**config.mk**
```make
export PLATFORM = sky130hd
export DESIGN_NAME = dslot_sequencer
export DESIGN_NICKNAME = d
export VERILOG_FILES = /design/src/rtl/dslot_seq_pkg.sv /design/src/rtl/dslot_seq_ctrl.sv /design/src/rtl/dslot_seq_stack.sv /design/src/rtl/dslot_seq_dpath.sv /design/src/rtl/dslot_sequencer.sv
export SDC_FILE = /design/constraint.sdc
export NUM_CORES = 1
export LEC_CHECK = 0
export BUFFER_PORTS_ARGS = -buffer_cell sky130_fd_sc_hd__buf_2
export CAP_MARGIN = 40
export CELL_PAD_IN_SITES_DETAIL_PLACEMENT = 2
export CELL_PAD_IN_SITES_GLOBAL_PLACEMENT = 2
export CORE_MARGIN = 8
export CORE_UTILIZATION = 43
export CTS_CLUSTER_SIZE = 14
export DETAILED_ROUTE_END_ITERATION = 7
export GPL_TIMING_DRIVEN = 0
export PLACE_DENSITY_LB_ADDON = 0.1
export SETUP_SLACK_MARGIN = 0.05
export SYNTH_ARGS = -nofsm -noshare
export SYNTH_HDL_FRONTEND = slang
export SYNTH_SLANG_ARGS = --single-unit
```
**constraint.sdc**
```tcl
create_clock -name clk -period 2.95 [get_ports clk]
set_clock_uncertainty 0.05 [all_clocks]
set_input_delay 0.295 -clock clk [delete_from_list [all_inputs] [get_ports clk]]
set_output_delay 0.295 -clock clk [all_outputs]
set_load 0.02 [all_outputs]
```
**src/rtl/dslot_seq_pkg.sv**
```systemverilog
package dslot_seq_pkg;

  typedef enum logic [1:0] {
    XF_NONE = 2'd0,
    XF_JUMP = 2'd1,
    XF_CALL = 2'd2,
    XF_RET  = 2'd3
  } xferKind_e;

  typedef enum logic [1:0] {
    TM_REL_SHORT = 2'd0,
    TM_REL_LONG  = 2'd1,
    TM_ABS_SHORT = 2'd2,
    TM_ABS_LONG  = 2'd3
  } tgtMode_e;

  typedef enum logic [2:0] {
    CC_ALWAYS = 3'd0,
    CC_CSET   = 3'd1,
    CC_CCLR   = 3'd2,
    CC_ZSET   = 3'd3,
    CC_ZCLR   = 3'd4
  } condCode_e;

  // strobes from control to datapath and stack
  typedef struct packed {
    logic armSlot;   // transfer accepted this cycle, latch its target
    logic jumpNow;   // this cycle is a slot of a taken transfer
    logic push;      // taken call
    logic pop;       // taken return
    logic useStack;  // target comes from the stack top
  } seqStrobe_t;

endpackage

```
**src/rtl/dslot_seq_ctrl.sv**
```systemverilog
module dslot_seq_ctrl
  import dslot_seq_pkg::*;
(
  input  logic       clk,
  input  logic       rst,
  input  xferKind_e  opKind,
  input  logic [2:0] condSel,
  input  logic       carryFlag,
  input  logic       zeroFlag,
  output seqStrobe_t stb
);

  logic inSlot;
  logic pendTaken;
  logic condOk;
  logic isXfer;
  logic taken;

  always_comb begin
    unique case (condSel)
      CC_ALWAYS: condOk = 1'b1;
      CC_CSET:   condOk = carryFlag;
      CC_CCLR:   condOk = !carryFlag;
      CC_ZSET:   condOk = zeroFlag;
      CC_ZCLR:   condOk = !zeroFlag;
      default:   condOk = 1'b0;
    endcase
  end

  always_comb begin
    isXfer       = (opKind != XF_NONE) && !inSlot;
    taken        = isXfer && condOk;
    stb.armSlot  = isXfer;
    stb.jumpNow  = inSlot && pendTaken;
    stb.push     = taken && (opKind == XF_CALL);
    stb.pop      = taken && (opKind == XF_RET);
    stb.useStack = (opKind == XF_RET);
  end

  always_ff @(posedge clk) begin
    if (rst) begin
      inSlot    <= 1'b0;
      pendTaken <= 1'b0;
    end else begin
      inSlot    <= isXfer;
      pendTaken <= taken;
    end
  end

  // codes above 4 never lead to a redirect after the slot
  a_r8_never_codes: assert property (@(posedge clk) disable iff (rst)
    (stb.armSlot && condSel > 3'd4) |=> !stb.jumpNow);

  // a transfer sitting in a slot is never accepted again right after
  a_r10_slot_single: assert property (@(posedge clk) disable iff (rst)
    stb.armSlot |=> !stb.armSlot);

endmodule

```
**src/rtl/dslot_seq_stack.sv**
```systemverilog
module dslot_seq_stack #(
  parameter int ADDR_W = 12,
  parameter int DEPTH  = 16
) (
  input  logic              clk,
  input  logic              rst,
  input  logic              push,
  input  logic              pop,
  input  logic [ADDR_W-1:0] pushData,
  output logic [ADDR_W-1:0] topData,
  output logic              overflow,
  output logic              underflow
);

  localparam int PTR_W = (DEPTH > 1) ? $clog2(DEPTH) : 1;
  localparam int CNT_W = $clog2(DEPTH + 1);
  localparam logic [CNT_W-1:0] FULL_CNT = CNT_W'(DEPTH);
  localparam logic [PTR_W-1:0] LAST_IDX = PTR_W'(DEPTH - 1);

  logic [ADDR_W-1:0] mem [DEPTH];
  logic [PTR_W-1:0]  wrIdx;
  logic [PTR_W-1:0]  topIdx;
  logic [CNT_W-1:0]  count;
  logic              isEmpty;
  logic              isFull;

  always_comb begin
    isEmpty = (count == '0);
    isFull  = (count == FULL_CNT);
    topIdx  = (wrIdx == '0) ? LAST_IDX : wrIdx - PTR_W'(1);
    topData = isEmpty ? '0 : mem[topIdx];
  end

  always_ff @(posedge clk) begin
    if (rst) begin
      for (int i = 0; i < DEPTH; i++) mem[i] <= '0;
      wrIdx     <= '0;
      count     <= '0;
      overflow  <= 1'b0;
      underflow <= 1'b0;
    end else if (push) begin
      mem[wrIdx] <= pushData;
      wrIdx      <= (wrIdx == LAST_IDX) ? '0 : wrIdx + PTR_W'(1);
      if (isFull) overflow <= 1'b1;
      else        count    <= count + CNT_W'(1);
    end else if (pop) begin
      if (isEmpty) begin
        underflow <= 1'b1;
      end else begin
        wrIdx <= topIdx;
        count <= count - CNT_W'(1);
      end
    end
  end

  a_r9_push_pop_excl: assert property (@(posedge clk) disable iff (rst)
    !(push && pop));

  // last pushed value is visible on top next cycle
  a_r9_lifo_top: assert property (@(posedge clk) disable iff (rst)
    push |=> topData == $past(pushData));

  a_r11_ovf_sticky: assert property (@(posedge clk) disable iff (rst)
    overflow |=> overflow);

  a_r11_count_bound: assert property (@(posedge clk) disable iff (rst)
    count <= FULL_CNT);

  a_r11_full_push_flags: assert property (@(posedge clk) disable iff (rst)
    (push && isFull) |=> overflow && isFull);

  a_r12_unf_sticky: assert property (@(posedge clk) disable iff (rst)
    underflow |=> underflow);

  a_r12_empty_pop_stays: assert property (@(posedge clk) disable iff (rst)
    (pop && isEmpty) |=> underflow && isEmpty);

endmodule

```
**src/rtl/dslot_seq_dpath.sv**
```systemverilog
module dslot_seq_dpath
  import dslot_seq_pkg::*;
#(
  parameter int ADDR_W  = 12,
  parameter int FIELD_W = 8
) (
  input  logic               clk,
  input  logic               rst,
  input  seqStrobe_t         stb,
  input  tgtMode_e           addrMode,
  input  logic [FIELD_W-1:0] targetField,
  input  logic [ADDR_W-FIELD_W-1:0] hiBits,
  input  logic [ADDR_W-1:0]  stackTop,
  output logic [ADDR_W-1:0]  fetchAddr,
  output logic [ADDR_W-1:0]  returnAddr
);

  localparam int HI_W = ADDR_W - FIELD_W;

  logic [ADDR_W-1:0] pc;
  logic [ADDR_W-1:0] pendTarget;
  logic [ADDR_W-1:0] jumpTarget;
  logic [ADDR_W-1:0] nextTarget;
  logic [ADDR_W-1:0] shortOff;
  logic [ADDR_W-1:0] longVal;

  always_comb begin
    shortOff = {{HI_W{targetField[FIELD_W-1]}}, targetField};
    longVal  = {hiBits, targetField};
    unique case (addrMode)
      TM_REL_SHORT: jumpTarget = pc + shortOff;
      TM_REL_LONG:  jumpTarget = pc + longVal;
      TM_ABS_SHORT: jumpTarget = {pc[ADDR_W-1:FIELD_W], targetField};
      default:      jumpTarget = longVal;
    endcase
    nextTarget = stb.useStack ? stackTop : jumpTarget;
    returnAddr = pc + ADDR_W'(2);
    fetchAddr  = pc;
  end

  always_ff @(posedge clk) begin
    if (rst) begin
      pc         <= '0;
      pendTarget <= '0;
    end else begin
      pc <= stb.jumpNow ? pendTarget : pc + ADDR_W'(1);
      if (stb.armSlot) pendTarget <= nextTarget;
    end
  end

  // the slot always follows the transfer
  a_r3_slot_follows: assert property (@(posedge clk) disable iff (rst)
    stb.armSlot |=> fetchAddr == $past(fetchAddr) + ADDR_W'(1));

  // without a pending redirect, fetch is sequential
  a_r2_sequential: assert property (@(posedge clk) disable iff (rst)
    !stb.jumpNow |=> fetchAddr == $past(fetchAddr) + ADDR_W'(1));

  // absolute short keeps the upper bits of the transfer address
  a_r6_abs_short_page: assert property (@(posedge clk) disable iff (rst)
    (stb.armSlot && !stb.useStack && addrMode == TM_ABS_SHORT)
      |=> pendTarget[ADDR_W-1:FIELD_W] == $past(fetchAddr[ADDR_W-1:FIELD_W]));

endmodule

```
**src/rtl/dslot_sequencer.sv**
```systemverilog
module dslot_sequencer
  import dslot_seq_pkg::*;
#(
  parameter int ADDR_W  = 12,
  parameter int FIELD_W = 8,
  parameter int DEPTH   = 16
) (
  input  logic               clk,
  input  logic               rst,
  input  logic [1:0]         opKind,
  input  logic [1:0]         addrMode,
  input  logic [2:0]         condSel,
  input  logic [FIELD_W-1:0] targetField,
  input  logic [ADDR_W-FIELD_W-1:0] hiBits,
  input  logic               carryFlag,
  input  logic               zeroFlag,
  output logic [ADDR_W-1:0]  fetchAddr,
  output logic               stackOverflow,
  output logic               stackUnderflow
);

  seqStrobe_t        stb;
  logic [ADDR_W-1:0] stackTop;
  logic [ADDR_W-1:0] returnAddr;

  dslot_seq_ctrl u_ctrl (
    .clk       (clk),
    .rst       (rst),
    .opKind    (xferKind_e'(opKind)),
    .condSel   (condSel),
    .carryFlag (carryFlag),
    .zeroFlag  (zeroFlag),
    .stb       (stb)
  );

  dslot_seq_dpath #(.ADDR_W(ADDR_W), .FIELD_W(FIELD_W)) u_dpath (
    .clk         (clk),
    .rst         (rst),
    .stb         (stb),
    .addrMode    (tgtMode_e'(addrMode)),
    .targetField (targetField),
    .hiBits      (hiBits),
    .stackTop    (stackTop),
    .fetchAddr   (fetchAddr),
    .returnAddr  (returnAddr)
  );

  dslot_seq_stack #(.ADDR_W(ADDR_W), .DEPTH(DEPTH)) u_stack (
    .clk       (clk),
    .rst       (rst),
    .push      (stb.push),
    .pop       (stb.pop),
    .pushData  (returnAddr),
    .topData   (stackTop),
    .overflow  (stackOverflow),
    .underflow (stackUnderflow)
  );

  // flags are clear right after reset
  a_r1_reset_clear: assert property (@(posedge clk)
    $past(rst) |-> (fetchAddr == '0 && !stackOverflow && !stackUnderflow));

endmodule

```
==> Word-level counts from Yosys, hierarchy flattened <==
Memories as Yosys holds them, arrays and structs flattened.
Cells that the tools add are included.
W data, S select, Z words.
{ "op_classes": {"n_mux": 22, "n_reduce_logical": 19, "bitwise": 1, "n_addsub": 8, "n_eq_ne": 12} }
{ "ops": {"columns": ["operator", "count"], "rows": [
  ["$mux W12", 4],
  ["$pmux W12 S3", 1],
  ["$add A12 B12 Y12", 2],
  ["$mux W4", 6],
  ["$mux W5", 4],
  ["$add A12 B1 Y12 const B", 1],
  ["$add A12 B2 Y12 const B", 1],
  ["$reduce_or A12 Y1", 1],
  ["$eq A2 B2 Y1 const B", 3],
  ["$eq A3 B2 Y1 const B", 2],
  ["$mux W1", 6],
  ["$reduce_and A3 Y1", 2],
  ["$add A5 B1 Y5 const B", 1],
  ["$eq A5 B5 Y1 const B", 1],
  ["$logic_and A1 B1 Y1", 5],
  ["$logic_not A5 Y1", 1],
  ["$pmux W1 S5", 1],
  ["$sub A5 B1 Y5 const B", 1],
  ["$add A4 B1 Y4 const B", 1],
  ["$eq A4 B4 Y1 const B", 1],
  ["$logic_not A4 Y1", 1],
  ["$reduce_and A2 Y1", 2],
  ["$reduce_bool A2 Y1", 2],
  ["$sub A4 B1 Y4 const B", 1],
  ["9 further kinds", 11]
]} }
{ "word_totals": {"inputBits": 23, "elab_cells": 71, "output_inout_bits": 14, "mem_bits_rw": 192, "n_memories": 1, "reg_bits": 37} }
{ "memory_table": {"columns": ["name", "words", "width", "read_ports", "rd_clocked_by_memory_dff", "write_ports", "line_no", "text"], "rows": [
  ["u_stack.mem", 16, 12, 1, 0, 16, "dslot_seq_stack.sv:20", "logic [ADDR_W-1:0] mem [DEPTH];"]
]} }

==> Longest topological paths before layout <==
{ "depth": {"ltp_word": 9, "mapped_depth": 13, "depth_no_buf": 11} }

==> Hierarchy <==
From an unflattened synthesis, not the netlist that was laid out.
{ "unflattened": {"hier_cells": 1089, "hier_area_um2": 12160.4} }
{ "by_module_without_submodules": {"columns": ["mod", "n_inst", "area_each_um2", "cells_each", "seq_area_each_um2"], "rows": [
  ["dslot_seq_stack", 1, 9980.8, 812, 5985.7],
  ["dslot_seq_dpath", 1, 2014.4, 257, 480.5],
  ["dslot_seq_ctrl", 1, 165.2, 20, 40.0]
]} }

==> Worst setup path before layout <==
No wires, ideal clock.
{ "synth_timing": {"path_type": "reg-to-reg", "startpoint": "register u_stack.wrIdx[1]", "endpoint": "register u_dpath.pendTarget[7]", "setup_time_ns": 0.120, "slack_ns": 0.360, "path_stages_with_launch": 11, "arrival_ns": 2.420, "n_path_buf": 3, "period_less_slack_ns": 2.590, "required_time_ns": 2.780, "cell_sequence": "dfxtp_1 -> inv_1 -> ha_1 -> clkbuf_1 -> inv_2 -> buf_2 -> clkbuf_1 -> mux4_2 -> a22oi_1 -> a21oi_1 -> a211o_1"} }
{ "synth_between": {"elab_chain_len": 5, "word_cells_on_any_way": 6, "cone_classes": "add/sub (1); mux (3); reduce/logical (1); memory (1)"} }
{ "synth_rtl": {"columns": ["item", "line_no", "text"], "rows": [
  ["start: declaration", "dslot_seq_stack.sv:21", "logic [PTR_W-1:0] wrIdx;"],
  ["start signal: assignment", "dslot_seq_stack.sv:43", "wrIdx <= (wrIdx == LAST_IDX) ? '0 : wrIdx + PTR_W'(1);"],
  ["start signal: assignment", "dslot_seq_stack.sv:50", "wrIdx <= topIdx;"],
  ["$sub A4 B1 Y4 / $logic_not A4 Y1 (equally long branches)", "dslot_seq_stack.sv:30", "topIdx = (wrIdx == '0) ? LAST_IDX : wrIdx - PTR_W'(1);"],
  ["$mux W4 (*)", "dslot_seq_stack.sv:30", null],
  ["$mem_v2 Z16 W12 (*)", null, null],
  ["$mux W12 (*)", "dslot_seq_stack.sv:31", "topData = isEmpty ? '0 : mem[topIdx];"],
  ["$mux W12 (*)", "dslot_seq_dpath.sv:36", "nextTarget = stb.useStack ? stackTop : jumpTarget;"],
  ["end signal: assignment", "dslot_seq_dpath.sv:47", "if (stb.armSlot) pendTarget <= nextTarget;"],
  ["end: declaration", "dslot_seq_dpath.sv:21", "logic [ADDR_W-1:0] pendTarget;"]
]} }
Every way passes the cells marked *; elsewhere a longest branch is shown, timed or not.
A chain may end at the register's enable or synchronous reset.

==> Final worst setup path <==
{ "layout_timing": {"startpoint": "register u_stack.wrIdx[0]", "endpoint": "register u_dpath.pendTarget[7]"} }
The elaborated chain is that of the path after synthesis.

==> results.md <==
- DIE WIDTH: 179 um
- Clock Path Buffers: 3
- RSZ-0062 raised after global routing: false
- CTS buffer count: 26
- Fin. max-slew vios: 0
- Final Core Density: 50.6%
- Buf/Inv on CP: 2
- Arr. time, crit path: 3.23 ns
- Clk root buf: clkbuf_16
- Critical Path Max Stage Delay: 0.58 ns
- Max-cap violations: 0
- Rows: 59
- Routed WL per cell: 29.3 um
- Synth area leaders: edfxtp_1 (51%), nor2_1 (8.1%), dfxtp_1 (6.5%)
- Crit path from: u_stack.wrIdx[0]
- Gr ovfl total: 0
- Syn-to-layout area delta: 15.8%
- Core Area: around 26000 sq um
- Via-per-instance ratio: 6.04
- Peak Freq: around 350 MHz
- Synth cell count leaders: nor2_1 (245), edfxtp_1 (192), nand2_1 (65)
- CP Max Fanout: 10
- Slew @ Worst Pin: 0.923 ns
- Total of warnings raised by yosys: 0
- Fin nets: 1133
- Worst hold-check path type: input port to register
- Crit-path cells: inv_2 > ha_4 > or3b_4 > nand2_4 > buf_12 > mux4_2 > a22oi_2 > a21oi_2 > a211o_1
- Initial antenna violation count: 0
- Routability-driven placement congestion ratio: 0.866
- Fin crit period: 2.84 ns
- Global Route Usage Sum: approximately a quarter
- CTS Sinks: approximately 230
- Critical path's slowest cell: mux4_2
- Filler cells: 2639
- DP HPWL: 30300 um
- Mean post-synth cell area: 11.3 sq um
- Seq cells post-synth: 229
- TNS Setup: 0 ns
- CTS tree: yes
- Top Ports: 37
- Peak VDD IR: 0.000488 V
- Post-route ant nets: 0
- Synth unique cells: 73
- First-pass DRT Iterations: 5
- Worst-Skew Late Latency: 0.57 ns
- Async S/R FF share, synth: 0%
- Die area: 32000 sq um
- Slew Limit Headroom: between 30% and 40%
- WP data required: 3.34 ns
- # DRC: 0
- Status: complete, no violations
- Netlist Area Pre-Place: 11400 sq um
- Die Ht: 179 um
- Syn Nets: roughly 1100
- Most frequent cell after synthesis: nor2_1
- Power per cell area: 613 nW/um^2
- Largest net degree at the start of global routing: 15
- Hold_sp: rst
- CTS hold repair buffers: 0
- DR iter-0 viols: 755
- Pleak: 0.00486 uW
- Crit path kind: register to register
- Number of global-route vias before repair: 9419
- CP startpoint kind: register
- Synth area leader: edfxtp_1
- Post-Syn Instances: 1012
- Critical Path End Type: register
- Crit path max-delay family: compound AO/OA/AOI/OAI gates
- Share of cells above drive strength 1: roughly 18%
- PortBufs: 35
- Vias: 8713
- Number of synthesized flops with an enable pin: around 190
- Final-report hold violation count: 0
- Top FF cell, synth: edfxtp_1
- Post-Route WL: 42200 um
- Worst-path clk slew: 0.06 ns
- Area share of the largest cell type after synthesis: 50.6%
- Finish-stage setup viols: 0
- Global-route wire length before repair: 62300 um
- Inserted Diodes: 0
- Initial Util: 43.7%
- Fin Hold WS: a little over 0.09 ns
- Worst r2r src: u_stack.wrIdx[0]
- Max H-tree Level: 1
- Fin crit share: between 90% and 100%
- Sequential-to-total area share from yosys stat: 57.1%
[final timing paths]
check | to | depth (start not counted) | slack (ns)
worst max-delay path | u_dpath.pendTarget[7] | 9 | 0.11
worst min-delay path | u_ctrl.inSlot | 2 | 0.09
worst max register to register | u_dpath.pendTarget[7] | 9 | 0.11
worst min register to register | u_stack.overflow | 2 | 0.42
[logic make-up (layout without fill, tap and decap cells)]
family | Yosys count | in the layout | synth area share (%)
AOI/OAI and AO/OA | 160 | 160 | 9.65
xor gates and xnor gates | 29 | 29 | 2.23
adders and majority gates | 23 | 23 | 2.66
buffers and inverters | 85 | 180 | 3.41
DFF | 229 | 229 | 57.1
muxes | 61 | 61 | 8.70
and+or+nand+nor | 425 | 425 | 16.2
[cell type report]
cell class                 instances  area, sq um  share of cell area (%)
buffer                            69          387                    2.93
clock buffer                      32          683                    5.18
sequential                       229         6510                    49.4
inverter                          15         56.3                   0.427
tap                              335          419                    3.18
multi-input combinational        698         4640                    35.2
timing repair buffer              48          323                    2.45
clock inverter                    16          160                    1.21
[cell usage in the layout, fill, tap and decap left out, drive strengths merged, types with 5 or more instances in the layout]
| cell type | count |
|---|---|
| xnor2 | 12 |
| a31oi | 9 |
| nand4 | 7 |
| o22ai | 5 |
| nor2b | 7 |
| inv | 16 |
| o211ai | 6 |
| mux2i | 27 |
| nand2b | 21 |
| nor2 | 247 |
| xor2 | 17 |
| a22oi | 9 |
| or2 | 7 |
| nand2 | 66 |
| ha | 21 |
| and2 | 5 |
| and3 | 7 |
| a211oi | 14 |
| edfxtp | 192 |
| clkinv | 11 |
| clkbuf | 81 |
| mux4 | 30 |
| a311oi | 5 |
| dfxtp | 37 |
| or3 | 7 |
| a21oi | 39 |
| o21a | 6 |
| a21o | 7 |
| buf | 68 |
| nand3 | 33 |
| nor3 | 8 |
| o21ai | 23 |
[through the flow]
| stage | setup WS [ns] | area (sq um) | power (uW) | cells |
|---|---|---|---|---|
| floorplan | 0.360 | 11400 | 4380 | 1012 |
| global placement | -0.948 | 12000 | 4750 | 1382 |
| CTS | 0.0649 | 13100 | 8080 | 1442 |
| detailed placement | -0.837 | 12100 | 4810 | 1391 |
| global route | 0.0333 | 13200 | 8270 | 1442 |
| finish | 0.108 | 13200 | 8080 | 1442 |
[worst reg2reg max path, cell delays in order, from the launching register on]
cell and delay (ns):
dfxtp_4 0.37, inv_2 0.11, ha_4 0.19, or3b_4 0.44, nand2_4 0.15, buf_12 0.19
mux4_2 0.58, a22oi_2 0.21, a21oi_2 0.14, a211o_1 0.29
[registers in the layout, summed over array words and instances (netlist names)]
name / flops
u_stack.wrIdx: 4
u_stack.underflow: 1
u_stack.count: 5
u_dpath.fetchAddr: 12
u_stack.mem: 192
u_dpath.pendTarget: 12
u_stack.overflow: 1
u_ctrl.pendTaken: 1
u_ctrl.inSlot: 1
[timing repair]
item,4_1_cts,5_1_grt
gates resized for setup,46,19
pin swaps,7,4
endpoints found under the setup margin,175,37
buffers inserted,4,0
[per-layer routing]
metal	track usage, %	vias up	part of all wire (%)
met2	47.1	269	51
met5	0	-	0
met1	33.3	4536	41
met3	2.74	82	4.8
met4	9.82	0	3.6
li1	-	3826	-
[power breakdown]
group | internal, uW | switching, uW
registers | 3620 | 80.7
logic | 400 | 726
clock network | 1840 | 1410
Power figures use the tool's default switching activity.
